File: src/rtl/qdac_serial_ctrl.sv
module qdac_serial_ctrl #(
  parameter int CH = 4,
  parameter int DW = 12,
  parameter int FW = 24
) (
  input  logic            clk,
  input  logic            rst_n,
  input  logic            fs_n,
  input  logic            sclk,
  input  logic            sdin,
  output logic [CH*DW-1:0] dac_code,
  output logic [CH*2-1:0]  pd_mode
);
  localparam int CW = $clog2(FW);
  localparam int WW = DW + 10;

  logic [2:0] fs_q, sck_q, sd_q;
  logic active;
  logic [CW-1:0] cnt;
  logic [WW-2:0] sr;
  logic [WW-1:0] word;
  logic frame_done, fall, fs_start;
  logic [2:0] cmd, addr;
  logic [DW-1:0] data;
  logic [CH-1:0] sel;
  logic [DW-1:0] inreg [CH];
  logic [DW-1:0] dacr [CH];
  logic [1:0] pd [CH];

  always_ff @(posedge clk or negedge rst_n)
    if (!rst_n) begin
      fs_q <= '1; sck_q <= '1; sd_q <= '0;
    end else begin
      fs_q <= {fs_q[1:0], fs_n};
      sck_q <= {sck_q[1:0], sclk};
      sd_q <= {sd_q[1:0], sdin};
    end

  assign fall = sck_q[2] & ~sck_q[1];
  assign fs_start = fs_q[2] & ~fs_q[1];
  assign word = {sr, sd_q[1]};
  assign frame_done = active & fall & (cnt == CW'(FW-1));
  assign cmd = word[DW+9:DW+7];
  assign addr = word[DW+6:DW+4];
  assign data = word[DW+3:4];

  always_ff @(posedge clk or negedge rst_n)
    if (!rst_n) begin
      active <= 1'b0; cnt <= '0; sr <= '0;
    end else if (fs_q[1]) begin
      active <= 1'b0;
    end else if (fs_start) begin
      active <= 1'b1; cnt <= '0;
    end else if (active && fall) begin
      sr <= {sr[WW-3:0], sd_q[1]};
      cnt <= cnt + CW'(1);
      if (cnt == CW'(FW-1)) active <= 1'b0;
    end

  always_comb
    for (int i = 0; i < CH; i++)
      sel[i] = (addr == 3'd7) || (addr == 3'(i));

  always_ff @(posedge clk or negedge rst_n)
    if (!rst_n) begin
      for (int i = 0; i < CH; i++) begin
        inreg[i] <= '0; dacr[i] <= '0; pd[i] <= 2'b00;
      end
    end else if (frame_done) begin
      case (cmd)
        3'b000: for (int i = 0; i < CH; i++) if (sel[i]) inreg[i] <= data;
        3'b001: for (int i = 0; i < CH; i++) if (sel[i]) dacr[i] <= inreg[i];
        3'b010:
          for (int i = 0; i < CH; i++)
            if (sel[i]) begin inreg[i] <= data; dacr[i] <= data; end
            else dacr[i] <= inreg[i];
        3'b011:
          for (int i = 0; i < CH; i++)
            if (sel[i]) begin inreg[i] <= data; dacr[i] <= data; end
        3'b100: for (int i = 0; i < CH; i++) if (word[i]) pd[i] <= word[5:4];
        3'b111:
          for (int i = 0; i < CH; i++) begin
            inreg[i] <= '0; dacr[i] <= '0; pd[i] <= 2'b00;
          end
        default: ;
      endcase
    end

  for (genvar g = 0; g < CH; g++) begin : g_out
    assign dac_code[g*DW +: DW] = dacr[g];
    assign pd_mode[g*2 +: 2] = pd[g];
  end
endmodule

File: config.mk
export PLATFORM = sky130hd
export DESIGN_NAME = qdac_serial_ctrl
export DESIGN_NICKNAME = d
export VERILOG_FILES = /design/src/rtl/qdac_serial_ctrl.sv
export SDC_FILE = /design/constraint.sdc
export NUM_CORES = 1
export LEC_CHECK = 0
export ABC_AREA = 0
export ABC_CLOCK_PERIOD_IN_PS = 3000
export BUFFER_PORTS_ARGS = -buffer_cell sky130_fd_sc_hd__buf_2
export CAP_MARGIN = 20
export CORE_MARGIN = 3
export CORE_UTILIZATION = 60
export CTS_CLUSTER_SIZE = 24
export DETAILED_ROUTE_END_ITERATION = 7
export PLACE_DENSITY = 0.92
export SYNTH_ARGS = -nofsm -noshare
export SYNTH_HDL_FRONTEND = slang
export SYNTH_SLANG_ARGS = --single-unit
File: constraint.sdc
create_clock -name clk -period 3 [get_ports clk]
set_input_delay 0.15 -clock clk [delete_from_list [all_inputs] [get_ports clk]]
set_output_delay 0.15 -clock clk [all_outputs]
set_load 0.05 [all_outputs]
# Word level (Yosys, flattened, before mapping)
# Index checks and enable logic that the tools add are counted.
# totals
regBits	139
in_bits	5
out_inout_bits	56
elab_cells	99
# op_classes
addsub	1
n_eq_ne	22
mux	25
bitwise_logic	7
n_reduce_logical	26
# ops
op	count
$pmux W48 S4	1
$mux W12	12
$pmux W48 S2	1
$ne A2 B2 Y1 const B	12
$pmux W8 S2	1
$reduce_and A4 Y1	4
$reduce_and A3 Y1	5
$eq A3 B2 Y1 const B	4
$mux W5	2
$eq A3 B3 Y1 const B	3
$mux W2	4
$eq A3 B1 Y1 const B	2
$logic_not A3 Y1	2
$reduce_and A2 Y1	3
$reduce_bool A2 Y1	3
$reduce_bool A3 Y1	2
$add A5 B1 Y5 const B	1
$eq A5 B5 Y1 const B	1
$and A1 B1 Y1	4
$logic_or A1 B1 Y1	4
$mux W1	4
$reduce_bool A4 Y1	1
$not A1 Y1	3
$reduce_or A3 Y1	1
$logic_and A1 B1 Y1	1

# Longest topological paths before layout
# Gate-level depths: netlist (run 1).
# logic_depth
depth_word	6
mapped_depth	6
ltp_nobuf	5

# Worst setup path after synthesis (run 1)
# OpenSTA, ideal clock, no wires.
# synth_path
path_kind	register to register
start	register cnt[0]
end	register dacr, in the netlist dac_code[14]
setup_ns	0.125
arrival_time_ns	1.786
required_ns	2.875
setup_slack_ns	1.089
path_stages_with_launch	7
path_buffers	1
synth_period_minus_slack_ns	1.911
path_cell_list	dfrtp_1 -> ha_1 -> and4b_1 -> nand3_2 -> a21oi_1 -> buf_2 -> mux2_2
# synth_via
elab_chain_len	3
# synth_lines
element	line	source
from (decl)	19	logic [CW-1:0] cnt;
from (signal assigned)	56	cnt <= cnt + CW'(1);
$eq A5 B5 Y1	42	assign frame_done = active & fall & (cnt == CW'(FW-1));
$and A1 B1 Y1	42	
$reduce_and A4 Y1 (no line)	-	
to (signal, indexed assignment)	75	if (sel[i]) begin inreg[i] <= data; dacr[i] <= data; end
to (signal, indexed assignment)	76	else dacr[i] <= inreg[i];
to (signal, indexed assignment)	79	if (sel[i]) begin inreg[i] <= data; dacr[i] <= data; end
to (decl)	27	logic [DW-1:0] dacr [CH];
# No other way between the ends.
# A chain may end at the register's enable or synchronous reset.

# Final worst setup path (run 1)
# layout_path
start	register sr[15]
end	register dacr, in the netlist dac_code[0]
# layout_via
elab_chain_len	4
word_cells_on_any_way	8
classes_between	eq/ne: 3; mux: 2; reduce/logical: 3
# layout_lines
element	line	source
from (decl)	20	logic [WW-2:0] sr;
from (signal assigned)	55	sr <= {sr[WW-3:0], sd_q[1]};
$eq A3 B3 Y1 / $logic_not A3 Y1 (equally long branches)	62	sel[i] = (addr == 3'd7) || (addr == 3'(i));
$logic_or A1 B1 Y1 (*)	62	
$mux W12 / $ne A2 B2 Y1 (equally long branches)	-	
$pmux W48 S4 / $reduce_and A4 Y1 (equally long branches)	-	
# Every way passes the cells marked *; elsewhere a longest branch is shown, timed or not.

==> out/results.ini, run 1 <==
[status]
status = completed

[routing]
wl_per_cell_um = 20.8
ant_nets = 0
wl_mm = 14.0
vias_per_cell = 6.49
drt_iter0_markers = 343
vias = 4367
drc = 0
drt_first_pass_iters = 5

[finish]
multiInputGateArea_um2 = 2450
final_cell_mix = dfrtp_1, a22o_1, buf_2, mux2_2, a32o_1
design_area_um2 = 7160
nNetsFinal = 533
area_growth_syn_to_layout_pct = 15.8
drive_above_1_share = 0.337
final_common_cell = dfrtp_1
antennaDiodeCount = 0
fillers = 637
seq_area_um2 = 3490

[setup_path]
required_ns = 3.39
crit_fanout = 13
slowest_delay_ns = 0.52
r2r_start = sr[15]
slowest_stage = dfrtp_1
path_class = flop to flop
arrival_ns = 2.75
r2r_end = dac_code[0]
critPathCaptureType = flop
cp_top_family = compound AO/OA/AOI/OAI gates
crit_chain = or3_4 > a211o_1 > a21oi_4 > mux2_2
worst-path-buf-inv = 0
ff2ff_path_depth = 4
crit_path_start_kind = flop
r2r_setup_slack_ns = 0.65

[clock_tree]
htreeDepth = 4
cts_made_buffers = 17
cts_setup_buffers = 0
cts_buffer_depth = 2
cts_sinks = 139
cts_resized = 0
clk_pin_slew_worst_paths_ns = 0.06
clock_latency_ns = 0.52
cts_tree = built
cts-root-buf = clkbuf_8
hold_buffers = 4

[power_and_ir_drop]
vdd_drop_max_mv = 0.378
power.static_leakage_nw = 3.50
p_int_w = 0.00312
clockPowerShare = 0.507
p_comb_frac = 0.015
p_per_area_nw_per_um2 = 558
p_seq_frac = 0.478
switchingPower_w = 0.000871
swShare = 0.218

[global_routing]
grt_overflow = 0
grt_usage = 0.255
grt_pass1_wl_mm = 23.0
antenna_found_initial = 0
grt_pass1_vias = 4498
grt_start_max_net_pins = 91

[worst_hold_path]
holdCritStartpoint = sclk
hold_path_class = primary input to flop
hold_end = sck_q[0]
min_path_cells = 2

[sta]
fin_ws_ns = 0.645
setup_violations = 0
rsz0062_at_grt = false
slew_headroom = 0.324
hold_viol = 0
fin_crit_sh = 0.785
finalMaxSlewViolations = 0
worst_slew_pin_slew_ns = 1.01
fin_worst_skew_ns = 0.0108
fmax_ghz = 0.425
setup_tns_ns = 0
fin_crit_ns = 2.35

[die]
die_w_um = 108
dieArea_um2 = 11600
std_cell_rows = 36
die_h_um = 108
io_pins = 61
coreArea_um2 = 9910
start_util = 0.624

[logic_synthesis]
synth_seq_area_share = 0.564
yosysUniqueCellTypes = 46
synth_fp_nets = 484
synth_warnings = 0
syn_inst = 478
synth_area_per_cell_um2 = 12.9
netlist_area_um2 = 6190
synth.ff_latch_count = 139

[job]
cap_violations = 0

[placed_design]
pre_cts_ws_ns = 0.665
placed_area_um2 = 6550
port_buffers = 60
dp_hpwl_mm = 8.71
place_congestion = 0.917

-- cells in the mapped netlist (all sizes together) --
| cell | n | area share |
|---|---|---|
| a211o | 1 | 0.0014 |
| a211oi | 1 | 0.0012 |
| a21o | 5 | 0.0061 |
| a21oi | 8 | 0.0089 |
| a22o | 60 | 0.085 |
| a22oi | 8 | 0.0097 |
| a311o | 1 | 0.0016 |
| a31oi | 1 | 0.0010 |
| a32o | 37 | 0.060 |
| and2 | 10 | 0.010 |
| and3 | 2 | 0.0020 |
| and3b | 2 | 0.0028 |
| and4b | 1 | 0.0016 |
| buf | 27 | 0.023 |
| clkbuf | 19 | 0.012 |
| dfrtp | 133 | 0.54 |
| dfstp | 6 | 0.025 |
| ha | 1 | 0.0020 |
| inv | 10 | 0.0061 |
| mux2 | 66 | 0.13 |
| mux2i | 1 | 0.0016 |
| nand2 | 11 | 0.0067 |
| nand2b | 3 | 0.0030 |
| nand3 | 12 | 0.011 |
| nand3b | 1 | 0.0012 |
| nand4b | 1 | 0.0014 |
| nor2 | 15 | 0.0091 |
| nor2b | 3 | 0.0030 |
| nor3 | 3 | 0.0024 |
| nor4 | 2 | 0.0069 |
| o2111ai | 1 | 0.0024 |
| o21a | 1 | 0.0012 |
| o21ai | 12 | 0.0097 |
| o21bai | 1 | 0.0012 |
| o22ai | 6 | 0.0061 |
| o2bb2ai | 2 | 0.0028 |
| or3 | 1 | 0.0018 |
| or3b | 1 | 0.0014 |
| xnor2 | 2 | 0.0040 |
-- routing by layer --
metal | up-vias | routed length, um | global-route usage
met2 | 229 | 6920 | 0.413
met1 | 2188 | 5750 | 0.339
met5 | - | 0 | 0
met3 | 29 | 1150 | 0.0594
met4 | 0 | 214 | 0.0929
li1 | 1921 | - | -
-- cells by family (layout without fill, tap and decap cells) --
kind of cell | after synthesis | count (layout) | share of synthesized area
simple gates | 68 | 68 | 0.0641
mux | 67 | 67 | 0.128
buf+inv | 56 | 118 | 0.0403
flops | 139 | 139 | 0.564
compound gates | 145 | 145 | 0.198
fa+ha+maj | 1 | 1 | 0.00202
xor+xnor | 2 | 2 | 0.00405
-- worst max path at each step --
stage                 from            to  slack [ns]  depth (start not counted)
floorplan           cnt[0]  dac_code[14]        1.09                          6
global placement    sr[15]   dac_code[1]        0.76                          4
detailed placement  sr[16]   dac_code[1]        0.66                          4
CTS                 sr[15]   dac_code[0]        0.66                          4
global route        sr[20]   dac_code[0]        0.55                          4
finish              sr[15]   dac_code[0]        0.65                          4
-- through the flow --
stage	cells	hold WS, ns	power [W]	util
final	673	0.271	0.00399	0.723
after global routing	673	0.273	0.00411	0.723
after CTS	673	0.255	0.00401	0.723
after detailed placement	637	0.257	0.00200	0.661
after global placement	637	0.258	0.00200	0.661
after floorplan	478	-0.146	0.00195	-
-- power groups by stage --
stage / clock, W / sequential [W] / combinational (W)
finish: 0.00203 / 0.00191 / 0.0000607
CTS: 0.00204 / 0.00191 / 0.0000634
detailed placement: 0 / 0.00194 / 0.0000585
floorplan: 0 / 0.00194 / 0.0000146
global route: 0.00213 / 0.00191 / 0.0000689
global placement: 0 / 0.00194 / 0.0000563
-- registers in the layout (all words and copies together), names as in the netlist --
signal	cells
inreg	48
active	1
dac_code	48
sr	21
cnt	5
fs_q	3
sck_q	3
sd_q	2
pd_mode	8
-- area by class of cell --
type | count | area share
Timing Repair Buffer | 76 | 0.0627
Multi-Input combinational cell | 283 | 0.342
Sequential cell | 139 | 0.487
Inverter | 10 | 0.00524
Clock inverter | 12 | 0.0192
Clock buffer | 20 | 0.0608
Tap cell | 133 | 0.0232
Note: power is estimated with default switching activity, not from simulation.
==> run 2: changes to the inputs <==
==> config.mk (replaced) <==
export PLATFORM = sky130hd
export DESIGN_NAME = qdac_serial_ctrl
export DESIGN_NICKNAME = d
export VERILOG_FILES = /design/src/rtl/qdac_serial_ctrl.sv
export SDC_FILE = /design/constraint.sdc
export NUM_CORES = 1
export LEC_CHECK = 0
export ABC_AREA = 1
export ABC_CLOCK_PERIOD_IN_PS = 2400
export BUFFER_PORTS_ARGS = -buffer_cell sky130_fd_sc_hd__buf_2
export CAP_MARGIN = 20
export CORE_MARGIN = 3
export CORE_UTILIZATION = 60
export CTS_CLUSTER_SIZE = 24
export DETAILED_ROUTE_END_ITERATION = 7
export PLACE_DENSITY = 0.91
export SYNTH_ARGS = -nofsm -noshare
export SYNTH_HDL_FRONTEND = slang
export SYNTH_SLANG_ARGS = --single-unit
==> constraint.sdc (replaced) <==
create_clock -name clk -period 2.4 [get_ports clk]
set_input_delay 0.12 -clock clk [delete_from_list [all_inputs] [get_ports clk]]
set_output_delay 0.12 -clock clk [all_outputs]
set_load 0.05 [all_outputs]
==> out/results.ini, run 2 <==
[status]
status = completed

[sta]
setup_violations = 0  ; unchanged
fin_crit_ns = 2.10  ; -0.258 ns
finalMaxSlewViolations = 0  ; unchanged
fin_crit_sh = 0.873  ; +0.0886
fin_worst_skew_ns = 0.00636  ; -0.00440 ns
rsz0062_at_grt = false
setup_tns_ns = 0  ; unchanged
fmax_ghz = 0.477  ; +12%
hold_viol = 0  ; unchanged
fin_ws_ns = 0.304  ; -0.342 ns
worst_slew_pin_slew_ns = 0.586  ; -0.426 ns
slew_headroom = 0.609  ; +0.286

[die]
die_w_um = 115  ; +6.8%
die_h_um = 115  ; +6.8%
std_cell_rows = 39  ; +8.3%
io_pins = 61  ; unchanged
dieArea_um2 = 13200  ; +14%
start_util = 0.618  ; -0.00647
coreArea_um2 = 11500  ; +16%

[setup_path]
r2r_end = dac_code[29]
crit_chain = inv_2 > nand2_1 > nand2_2 > nand2_2 > nand3_2 > nor2_1 > nand2_1 > nand2_1
slowest_stage = dfrtp_1
path_class = flop to flop
crit_path_start_kind = flop
crit_fanout = 24  ; +11
cp_top_family = simple AND/OR/NAND/NOR gates
worst-path-buf-inv = 1  ; +1
cp_common_cell = nand2_1
slowest_delay_ns = 0.47  ; -0.05 ns
critPathCaptureType = flop
required_ns = 2.75  ; -0.64 ns
arrival_ns = 2.45  ; -0.30 ns
r2r_start = sr[18]
r2r_setup_slack_ns = 0.30  ; -0.34 ns
ff2ff_path_depth = 8  ; +4

[routing]
drt_iter0_markers = 752  ; +120%
wl_mm = 18.3  ; +30%
vias = 6766  ; +55%
wl_per_cell_um = 15.1  ; -28%
drc = 0  ; unchanged
ant_nets = 0  ; unchanged
vias_per_cell = 5.59  ; -14%
drt_first_pass_iters = 6  ; +1

[placed_design]
place_congestion = 0.931  ; +1.6%
port_buffers = 60  ; unchanged
dp_hpwl_mm = 11.9  ; +37%
pre_cts_ws_ns = 0.493  ; -0.172 ns

[logic_synthesis]
synth_edf_count = 0  ; unchanged
synth.ff_latch_count = 139  ; unchanged
synth_fp_nets = 1006  ; +110%
yosysUniqueCellTypes = 21  ; -54%
yosysMostFrequentCell = nand2_1
syn_inst = 1000  ; +110%
synthArstFlopShare = 1.00  ; unchanged
yosys.area.top_type = dfrtp_1
netlist_area_um2 = 7110  ; +15%
ys_top_cells_by_area = dfrtp_1, nand2_1, nand3_1
synth_area_per_cell_um2 = 7.11  ; -45%
synth_warnings = 0  ; unchanged
synthFlopType = dfrtp_1
ys_top_cells_by_count = nand2_1, dfrtp_1, nand3_1
synth_top_area_share = 0.468  ; -0.0702
synth_seq_area_share = 0.490  ; -0.0735

[clock_tree]
cts_sinks = 139  ; unchanged
cts_tree = built
clock_latency_ns = 0.42  ; -0.10 ns
hold_buffers = 4  ; unchanged
htreeDepth = 4  ; unchanged
clk_pin_slew_worst_paths_ns = 0.05  ; about the same
cts_buffer_depth = 2  ; unchanged
cts-root-buf = clkbuf_16
cts_setup_buffers = 0  ; unchanged
cts_made_buffers = 17  ; unchanged
cts_resized = 0  ; unchanged

[finish]
area_growth_syn_to_layout_pct = 14.4
nNetsFinal = 1061  ; +99%
final_cell_mix = nand2_1, dfrtp_1, nand3_1, nor2_1, inv_1
antennaDiodeCount = 0  ; unchanged
fillers = 897  ; +41%
final_common_cell = nand2_1
drive_above_1_share = 0.120  ; -0.217

[global_routing]
grt_start_max_net_pins = 63  ; -31%
grt_pass1_vias = 6359  ; +41%
grt_overflow = 0  ; unchanged
grt_pass1_wl_mm = 30.7  ; +33%
grt_usage = 0.295  ; +0.0392
antenna_found_initial = 0  ; unchanged

[worst_hold_path]
hold_path_class = primary input to async pin

[job]
cap_violations = 0  ; unchanged

[power_and_ir_drop]
vdd_drop_max_mv = 0.412  ; +9.0%
total_power_w = 0.00519  ; +30%
p_per_area_nw_per_um2 = 638  ; +14%
power.static_leakage_nw = 4.15  ; +19%

[run 2: cell count changes in the layout (fill, tap and decap cells not counted), sizes merged, moves of 4 or more]
cell and delta:
buf +6, nand2 +455, nand3 +87, inv +70
a21o -5, clkbuf +4, o21ai +61, nor2 +67
a22oi -8, o22ai -6, a22o -60, mux2 -66
and2 -10, a32o -37
[run 2: layout make-up]
class / count / area (um^2) / area share
multi-input cells: 732 / 3060 / 0.376
clock buffers: 24 / 492 / 0.0604
repair buffers: 82 / 494 / 0.0608
flip-flops and latches: 139 / 3490 / 0.428
well taps: 143 / 179 / 0.0220
inverters: 83 / 312 / 0.0383
clock inverters: 7 / 113 / 0.0138
[run 2: report_power, final]
| part | internal [W] | switching, W |
|---|---|---|
| combinational | 0.0000303 | 0.0000838 |
| sequential | 0.00238 | 0.0000197 |
| clock | 0.00173 | 0.000944 |
[run 2: routing by layer]
| layer | routed length [um] | GRT usage | up-vias | share of wire |
|---|---|---|---|---|
| met5 | 0 | 0 | - | 0 |
| met2 | 8270 | 0.442 | 391 | 0.45 |
| li1 | - | - | 3215 | - |
| met3 | 1700 | 0.0663 | 74 | 0.093 |
| met1 | 7570 | 0.412 | 3086 | 0.41 |
| met4 | 739 | 0.133 | 0 | 0.040 |
[run 2: how the worst max path moves through the flow]
stage	from	endpoint	slack, ns	depth (start not counted)
6_report	sr[18]	dac_code[29]	0.30	8
5_1_grt	cnt[0]	dac_code[29]	0.21	9
4_1_cts	sr[18]	dac_code[29]	0.34	8
3_5_place_dp	sr[18]	dac_code[32]	0.49	9
3_3_place_gp	sr[18]	dac_code[24]	0.55	9
2_1_floorplan	cnt[0]	inreg[39]	0.87	10
[run 2: cell families (layout without fill, tap and decap cells)]
logic type                 Yosys count  after routing  synth area share
and+or+nand+nor                    650            650             0.371
DFF                                139            139             0.490
buffers and inverters              129            196            0.0807
AOI/OAI and AO/OA                   81             81            0.0570
adders and majority gates            1              1           0.00176
[run 2: through the flow]
stage,hold slack (ns),cells,cell area (um^2),util
floorplan,-0.176,1000,7110,-
global placement,0.130,1175,7490,0.650
detailed placement,0.143,1175,7490,0.650
CTS,0.271,1210,8140,0.706
global route,0.282,1210,8140,0.706
finish,0.255,1210,8140,0.706
==> run 3: changes to the inputs <==
--- a/config.mk
+++ b/config.mk
@@ -14,6 +14,7 @@
 export CTS_CLUSTER_SIZE = 24
 export DETAILED_ROUTE_END_ITERATION = 7
 export PLACE_DENSITY = 0.91
+export RECOVER_POWER = 100
 export SYNTH_ARGS = -nofsm -noshare
 export SYNTH_HDL_FRONTEND = slang
 export SYNTH_SLANG_ARGS = --single-unit
==> out/results.ini, run 3 (synthesis gave the netlist of run 2 again) <==
[status]
status = finished with violations
violations = capacitance limit, slew limit

[global_routing]
top_usage_layer = met2
grt_pass1_wl_mm = 30.7  ; unchanged
antenna_found_initial = 0  ; unchanged
grtUsageMet2 = 0.442  ; unchanged
grt_pass1_vias = 6359  ; unchanged
met1_usage = 0.412  ; unchanged
use_met3 = 0.0663  ; unchanged
grt_overflow = 0  ; unchanged
grt_start_max_net_pins = 63  ; unchanged
grt_usage = 0.295  ; unchanged

[sta]
fmax_ghz = 0.472  ; -1.1%
rsz0062_at_grt = false
setup_tns_ns = 0  ; unchanged
hold_viol = 0  ; unchanged
slew_headroom = -0.0653  ; -0.675
fin_worst_skew_ns = 0.00574  ; -0.000625 ns
setup_violations = 0  ; unchanged
fin_crit_sh = 0.883  ; +0.00997
fin_crit_ns = 2.12  ; +0.0239 ns
finalMaxSlewViolations = 62  ; +62
worst_slew_pin_slew_ns = 1.60  ; +1.01 ns

[worst_hold_path]
holdCritStartpoint = fs_n
hold_path_class = primary input to flop

[clock_tree]
clock_latency_ns = 0.43  ; about the same
cts_setup_buffers = 0  ; unchanged
cts_made_buffers = 17  ; unchanged
cts-root-buf = clkbuf_16
cts_tree = built
cts_sinks = 139  ; unchanged
clk_pin_slew_worst_paths_ns = 0.06  ; about the same
htreeDepth = 4  ; unchanged
cts_resized = 0  ; unchanged
cts_buffer_depth = 2  ; unchanged

[job]
cap_violations = 1  ; +1

[finish]
area_growth_syn_to_layout_pct = 12.9
fin_util = 0.698  ; -0.00869
finalNonFillerCells = 1210  ; unchanged
final_common_cell = nand2_1
final_cell_mix = nand2_1, dfrtp_1, nand3_1, inv_1, nor2_1
antennaDiodeCount = 0  ; unchanged
multiInputGateArea_um2 = 3050  ; -0.25%
seq_area_um2 = 3490  ; unchanged
fillers = 932  ; +3.9%
design_area_um2 = 8040  ; -1.2%
nNetsFinal = 1061  ; unchanged
drive_above_1_share = 0.0609  ; -0.0590

[power_and_ir_drop]
p_per_area_nw_per_um2 = 645  ; +1.2%
power.static_leakage_nw = 3.91  ; -5.8%
total_power_w = 0.00519  ; about the same
vdd_drop_max_mv = 0.426  ; +3.2%

[setup_path]
crit_path_start = sr[18]
critPathCaptureType = flop
path_class = flop to flop
arrival_ns = 2.49  ; +0.04 ns
crit_chain = inv_1 > nand2_1 > nand2_2 > inv_2 > clkbuf_2 > nor2_1 > nor2_1 > nand2_1 > nand2_1
crit_fanout = 27  ; +13%
slowest_stage = dfrtp_1
cp_common_cell = nand2_1
required_ns = 2.77  ; +0.02 ns
crit_path_start_kind = flop
r2r_start = sr[18]
slowest_delay_ns = 0.46  ; about the same

[routing]
drc = 0  ; unchanged
vias_per_cell = 5.59  ; about the same
vias = 6764  ; -0.030%
drt_first_pass_iters = 6  ; unchanged
drt_iter0_markers = 837  ; +11%
wl_per_cell_um = 15.1  ; +0.26%
wl_mm = 18.3  ; +0.26%
ant_nets = 0  ; unchanged

[placed_design]
placed_area_um2 = 7490  ; unchanged
place_congestion = 0.931  ; unchanged
placedCellCount = 1175  ; unchanged
port_buffers = 60  ; unchanged
dp_hpwl_mm = 11.9  ; unchanged

[die]
io_pins = 61  ; unchanged
die_w_um = 115  ; unchanged
start_util = 0.618  ; unchanged
dieArea_um2 = 13200  ; unchanged
std_cell_rows = 39  ; unchanged
die_h_um = 115  ; unchanged
coreArea_um2 = 11500  ; unchanged

==> run 3: report_power, final <==
part	internal [W]	total (W)	switching, W
clock	0.00173	0.00268	0.000946
sequential	0.00238	0.00240	0.0000195
combinational	0.0000282	0.000112	0.0000836
==> run 3: layout make-up <==
type                       instances  area share
multi-input combinational        732       0.380
sequential                       139       0.434
clock inverter                     7      0.0140
tap                              143      0.0223
inverter                          83      0.0388
clock buffer                      24      0.0612
timing repair buffer              82      0.0500
==> run 3: timing repair <==
item | 4_1_cts | 5_1_grt
hold buffers | 4 | 0
hold endpoints to repair | 61 | 0
setup endpoints to repair | 0 | 0
==> run 3: worst paths after layout <==
kind	to	slack [ns]	cells after the start
max	dac_code[32]	0.28	9
min	fs_q[0]	0.33	2
max reg2reg	dac_code[32]	0.28	9
min reg2reg	sd_q[1]	0.35	0
max in group asynchronous	fs_q[2]	0.55	3
min in group asynchronous	dac_code[41]	0.64	2
==> run 3: routing by layer <==
metal,wire length (um),share of wire
met2,8270,0.45
met1,7540,0.41
met5,0,0
met3,1730,0.094
met4,781,0.043
==> run 3: critical path, delay by kind of cell, from the launching register on <==
kind	cells	cell delay (ns)
DFF	1	0.46
buffers and inverters	3	0.96
and+or+nand+nor	6	0.64
==> run 3: per-stage QoR <==
stage / worst slack (ns) / hold slack (ns)
final: 0.280 / 0.327
after global routing: 0.121 / 0.335
after CTS: 0.344 / 0.271
after detailed placement: 0.493 / 0.143
after global placement: 0.551 / 0.130
after floorplan: 0.867 / -0.176
